**src/rtl/ss_seq_pkg.sv**
```systemverilog
package ss_seq_pkg;

    typedef enum logic [2:0] {
        SQ_IDLE    = 3'd0,
        SQ_RAMP    = 3'd1,
        SQ_RUN     = 3'd2,
        SQ_DELAY   = 3'd3,
        SQ_RESTART = 3'd4
    } sq_state_e;

    // silent soft-start periods before a restart ramp
    localparam int unsigned DELAY_PERIODS = 3;

    typedef struct packed {
        logic clr;   // force prescaler and code to zero
        logic run;   // prescaler counts, code may step
        logic wrap;  // at full scale return to zero instead of holding
    } ramp_ctl_t;

    function automatic logic state_drives_gate(sq_state_e s);
        return (s == SQ_RAMP) || (s == SQ_RUN) || (s == SQ_RESTART);
    endfunction

    function automatic logic state_steps_ramp(sq_state_e s);
        return (s == SQ_RAMP) || (s == SQ_DELAY) || (s == SQ_RESTART);
    endfunction

endpackage

```
**src/rtl/ss_step_timer.sv**
```systemverilog
module ss_step_timer #(
    parameter int unsigned STEP_CLKS = 4
) (
    input  logic clk,
    input  logic rst,
    input  logic clr,
    input  logic run,
    output logic step
);
    localparam int unsigned DIV_W = (STEP_CLKS > 1) ? $clog2(STEP_CLKS) : 1;
    localparam logic [DIV_W-1:0] DIV_LAST = DIV_W'(STEP_CLKS - 1);

    logic [DIV_W-1:0] div_q;

    assign step = run && (div_q == DIV_LAST);

    always_ff @(posedge clk) begin
        if (rst || clr) begin
            div_q <= '0;
        end else if (run) begin
            div_q <= (div_q == DIV_LAST) ? '0 : div_q + 1'b1;
        end
    end
endmodule

```
**src/rtl/ss_ramp_counter.sv**
```systemverilog
module ss_ramp_counter
    import ss_seq_pkg::*;
#(
    parameter int unsigned CODE_W = 6
) (
    input  logic              clk,
    input  logic              rst,
    input  ramp_ctl_t         ctl,
    input  logic              step,
    output logic [CODE_W-1:0] code,
    output logic              done
);
    localparam logic [CODE_W-1:0] CODE_TOP  = {CODE_W{1'b1}};
    localparam logic [CODE_W-1:0] CODE_PREV = CODE_TOP - 1'b1;

    logic [CODE_W-1:0] code_q;

    assign code = code_q;
    assign done = step && (code_q == CODE_PREV);

    always_ff @(posedge clk) begin
        if (rst || ctl.clr) begin
            code_q <= '0;
        end else if (step) begin
            if (code_q == CODE_PREV) begin
                code_q <= ctl.wrap ? '0 : CODE_TOP;
            end else if (code_q != CODE_TOP) begin
                code_q <= code_q + 1'b1;
            end
        end
    end
endmodule

```
**src/rtl/ss_hiccup_fsm.sv**
```systemverilog
module ss_hiccup_fsm
    import ss_seq_pkg::*;
(
    input  logic      clk,
    input  logic      rst,
    input  logic      por_ok,
    input  logic      oc_detect,
    input  logic      ramp_done,
    output sq_state_e state,
    output logic [1:0] delay_idx,
    output ramp_ctl_t ctl
);
    localparam logic [1:0] IDX_LAST = 2'(DELAY_PERIODS - 1);

    sq_state_e  state_q, state_d;
    logic [1:0] idx_q, idx_d;
    logic       fault_entry;

    assign state     = state_q;
    assign delay_idx = idx_q;

    assign fault_entry = oc_detect && state_drives_gate(state_q);

    // ramp control depends on state and inputs only
    always_comb begin
        ctl.clr  = !por_ok || (state_q == SQ_IDLE) || fault_entry;
        ctl.run  = por_ok && !fault_entry && state_steps_ramp(state_q);
        ctl.wrap = (state_q == SQ_DELAY);
    end

    always_comb begin
        state_d = state_q;
        idx_d   = idx_q;
        if (!por_ok) begin
            state_d = SQ_IDLE;
            idx_d   = '0;
        end else begin
            unique case (state_q)
                SQ_IDLE: begin
                    state_d = SQ_RAMP;
                    idx_d   = '0;
                end
                SQ_RAMP, SQ_RESTART: begin
                    if (oc_detect) begin
                        state_d = SQ_DELAY;
                        idx_d   = '0;
                    end else if (ramp_done) begin
                        state_d = SQ_RUN;
                    end
                end
                SQ_RUN: begin
                    if (oc_detect) begin
                        state_d = SQ_DELAY;
                        idx_d   = '0;
                    end
                end
                SQ_DELAY: begin
                    if (ramp_done) begin
                        if (idx_q == IDX_LAST) begin
                            state_d = SQ_RESTART;
                            idx_d   = '0;
                        end else begin
                            idx_d = idx_q + 1'b1;
                        end
                    end
                end
                default: begin
                    state_d = SQ_IDLE;
                    idx_d   = '0;
                end
            endcase
        end
    end

    always_ff @(posedge clk) begin
        if (rst) begin
            state_q <= SQ_IDLE;
            idx_q   <= '0;
        end else begin
            state_q <= state_d;
            idx_q   <= idx_d;
        end
    end
endmodule

```
**src/rtl/ss_hiccup_seq.sv**
```systemverilog
module ss_hiccup_seq
    import ss_seq_pkg::*;
#(
    parameter int unsigned CODE_W    = 6,
    parameter int unsigned STEP_CLKS = 4
) (
    input  logic              clk,
    input  logic              rst,
    input  logic              por_ok,
    input  logic              oc_detect,
    output logic [CODE_W-1:0] ramp_code,
    output logic              gate_en,
    output logic [2:0]        seq_state,
    output logic [1:0]        delay_idx
);
    sq_state_e st;
    ramp_ctl_t ctl;
    logic      step;
    logic      done;

    ss_step_timer #(.STEP_CLKS(STEP_CLKS)) u_timer (
        .clk  (clk),
        .rst  (rst),
        .clr  (ctl.clr),
        .run  (ctl.run),
        .step (step)
    );

    ss_ramp_counter #(.CODE_W(CODE_W)) u_ramp (
        .clk  (clk),
        .rst  (rst),
        .ctl  (ctl),
        .step (step),
        .code (ramp_code),
        .done (done)
    );

    ss_hiccup_fsm u_fsm (
        .clk       (clk),
        .rst       (rst),
        .por_ok    (por_ok),
        .oc_detect (oc_detect),
        .ramp_done (done),
        .state     (st),
        .delay_idx (delay_idx),
        .ctl       (ctl)
    );

    assign seq_state = st;
    // shutdown is combinational so a fault never waits for an edge
    assign gate_en   = state_drives_gate(st) && por_ok && !oc_detect;
endmodule

```
**config.mk**
```make
export PLATFORM = sky130hd
export DESIGN_NAME = ss_hiccup_seq
export DESIGN_NICKNAME = d
export VERILOG_FILES = /design/src/rtl/ss_seq_pkg.sv /design/src/rtl/ss_step_timer.sv /design/src/rtl/ss_ramp_counter.sv /design/src/rtl/ss_hiccup_fsm.sv /design/src/rtl/ss_hiccup_seq.sv
export SDC_FILE = /design/constraint.sdc
export NUM_CORES = 1
export LEC_CHECK = 0
export BUFFER_PORTS_ARGS = -buffer_cell sky130_fd_sc_hd__buf_4
export CAP_MARGIN = 15
export CORE_MARGIN = 5
export CORE_UTILIZATION = 46
export CTS_CLUSTER_DIAMETER = 60
export DETAILED_ROUTE_END_ITERATION = 10
export PLACE_DENSITY = 0.7
export SLEW_MARGIN = 0
export SYNTH_ARGS = -nofsm -noshare
export SYNTH_HDL_FRONTEND = slang
export SYNTH_HIERARCHICAL = 1
export SYNTH_SLANG_ARGS = --single-unit
export TNS_END_PERCENT = 100
```
**constraint.sdc**
```tcl
create_clock -name clk -period 1.9 [get_ports clk]
set_input_delay 0 -clock clk [delete_from_list [all_inputs] [get_ports clk]]
set_output_delay 0 -clock clk [all_outputs]
set_load 0.005 [all_outputs]
```
==> reports/qor.csv <==
metric;value;unit
result of the run;completed;
total negative slack for setup checks;0;ns
endpoint required time on the critical path;2.09;ns
Fin Clk Skew;0.002817;ns
slowest cell on the critical path;dfxtp_4;
detailed-routing wirelength on met1;1214;um
slowest cell delay on critical path;0.36;ns
average via count per standard cell;5.624;
length of routed met3 wiring;97;um
worst setup slack after placement;0.02531;ns
number of endpoints failing setup at the final stage;0;
placed cell count;164;
number of vias in the routed layout;956;
fraction of final layout cells sized beyond drive strength 1;38.46;%
number of cells on the worst reg-to-reg path;8;
Final Hold Viols;0;
post-CTS clock slew at the launch and capture registers of the worst setup and hold paths;0.08;ns
I/O Buffers;15;
cells along the critical path;nor4b_4, a21oi_2, nor2b_2, and2_4, and3_4, o21ba_4, a22oi_2, o32ai_2;
leakage power;0.4803;nW
total power divided by cell area;424.7;nW/um^2
proportion of synthesized chip area in sequential cells;26.16;%
Tcrit/Tclk final;97.02;%
synthesized area;994.7;um^2
CP Max Fanout;7;
total internal power;401.1;uW
Clock Sink Count;13;
clock insertion delay at the later pin of the skew report;0.28;ns
residual antenna-violating net count after detailed routing;0;
maximum vdd drop;0.0003383;V
Final nets;151;
distinct cell type count of the synthesized netlist;50;
critical path start-end classification;register to register;
Antenna Cells;0;
min cycle time layout;1.843;ns
TritonCTS Buffers;3;
first-pass GRT wire length;3891;um
initial antenna violation count;0;
unrepaired setup endpoints after global routing;yes;
DIE HEIGHT;56.50;um
area share of the largest cell type after synthesis;26.16;%
wire length reported by the detailed router;2313;um
cell types with the largest area share after synthesis;dfxtp_1 26%, ha_1 3.8%, nor2_1 3.4%;
tightest slew margin relative to the limit;70.83;%
via count of the first global-routing pass;864;
floorplan core area;2002;um^2
post-detailed-route DRC marker count;0;
die width;56.50;um
Initial Utilization;49.69;%
most instantiated flip-flop cell in the synthesis netlist;dfxtp_1;
area leader, netlist;dfxtp_1;
number of placement rows;16;
Crit path arrival time;2.03;ns
maximum clock insertion buffer count;2;
total routing usage reported by global routing;15.13;%
final worst-path setup slack;0.05668;ns
maximum level of the CTS H-tree;1;
number of iterations in the first detailed-routing pass;4;
detail-routed net length per standard cell;13.61;um
clock tree from TritonCTS;yes;
cell with the most instances after synthesis;dfxtp_1;
half-perimeter wire length after detailed placement;1704;um
total power;546.3;uW
Clk network pwr share;32.9;%
fraction of registers with async set/reset;0;%
Worst setup EP type;register;
die area;3192;um^2
maximum number of pins on one net before global-route repair;14;
average cell area after synthesis;8.725;um^2
cell at the root of the clock tree;clkbuf_4;
EDFF count, synth;0;
synthesized netlist cell count;114;
share of power burned in registers;50.9;%
number of storage elements in the synthesis netlist;13;
Ys Warns;6;
Final Max Tran Viols;0;
net switching power;145.2;uW
pin slew with the least headroom to its limit;0.4375;ns
number of nets produced by synthesis;121;
hold depth;3;
Max-Cap Viols;0;
length of routed met2 wiring;967;um
fraction of power spent switching nets;26.58;%
First DRT Iteration DRCs;27;
launching element type of the critical path;register;
non-filler cells in the finished layout;170;
final core utilization;64.25;%
Routability Congestion;0.8668;
share of power burned in combinational logic;16.2;%
class of the worst hold path;input pin to register;
area added between synthesis and finish;29.31;%
top routing layer in use;met4;
overflow left after global routing;0;
top-level I/O count;16;
maximum clock frequency;542.5;MHz
commonest cells in the synthesized netlist;13 x dfxtp_1, 9 x nor2_1, 8 x nand2_1;
layer usage:
layer,vias to the layer above,track usage (%)
li1,488,-
met1,440,21.02
met2,24,22.11
met3,4,2.523
met4,0,7.797
met5,-,0
power by group through the flow:
stage / combinational [mW] / clock (mW) / sequential [mW]
after floorplan: 0.0499 / 0 / 0.286
after global placement: 0.0796 / 0 / 0.286
after detailed placement: 0.0796 / 0 / 0.286
after CTS: 0.0814 / 0.190 / 0.279
after global routing: 0.0960 / 0.200 / 0.279
final: 0.0887 / 0.180 / 0.278
through the flow:
| stage | hold slack [ns] | cell area (um^2) |
|---|---|---|
| 6_report | 0.05617 | 1286 |
| 5_1_grt | 0.05718 | 1286 |
| 4_1_cts | 0.01381 | 1256 |
| 3_5_place_dp | 0.2100 | 1216 |
| 3_3_place_gp | 0.2037 | 1216 |
| 2_1_floorplan | 0.06465 | 1021 |
cells by family after synthesis:
logic type	synth area share [%]
flops	26.16
xor+xnor	0.8807
compound gates	27.05
buf+inv	4.528
fa+ha+maj	3.774
simple gates	33.46
mux	4.151
cell usage in the layout (no fill, tap or decap), types with 2 or more instances in the layout:
cell	n
buf_4	27
dfxtp_1	10
nor2_1	9
nand2_1	8
o21ai_0	6
nand3_1	6
inv_1	4
o21ai_1	4
clkbuf_4	3
nand2b_1	3
mux2i_1	3
a21oi_1	3
ha_1	3
o2111a_1	2
and2b_2	2
and2_1	2
nand3b_1	2
nand4b_1	2
a211oi_2	2
dfxtp_4	2
nor3_1	2
registers in the layout, summed over array words and instances, names as in the netlist:
signal           flops
u_ramp/code          6
u_fsm/delay_idx      2
u_timer/div_q        2
u_fsm/state          3
worst paths after layout:
kind / from / slack [ns] / endpoint
worst max-delay path: u_fsm/state[0] / 0.06 / u_fsm/state[1]
worst min register to register: u_timer/div_q[0] / 0.51 / u_timer/div_q[0]
worst max register to register: u_fsm/state[0] / 0.06 / u_fsm/state[1]
worst min-delay path: por_ok / 0.06 / u_fsm/state[0]
worst max-delay path, delay by kind of cell (launching register included):
family           cells  cell delay (ns)
flip-flops           1             0.36
AND/OR/NAND/NOR      4             0.83
AO/OA/AOI/OAI        4             0.56
area by class of cell:
| type | count | area (um^2) |
|---|---|---|
| Clock buffer | 4 | 26.28 |
| Fill cell | 190 | 715.7 |
| Inverter | 4 | 15.01 |
| Multi-Input combinational cell | 94 | 729.5 |
| Sequential cell | 13 | 269.0 |
| Tap cell | 27 | 33.78 |
| Timing Repair Buffer | 28 | 212.7 |
timing repair:
action | in CTS | in global routing
buffers inserted | 0 | 1
hold buffers | 1 | 0
resized for setup | 2 | 6
hold endpoints to repair | 2 | 0
setup endpoints to repair | 1 | 6
pin swaps | 0 | 7
Power figures use the tool's default switching activity.
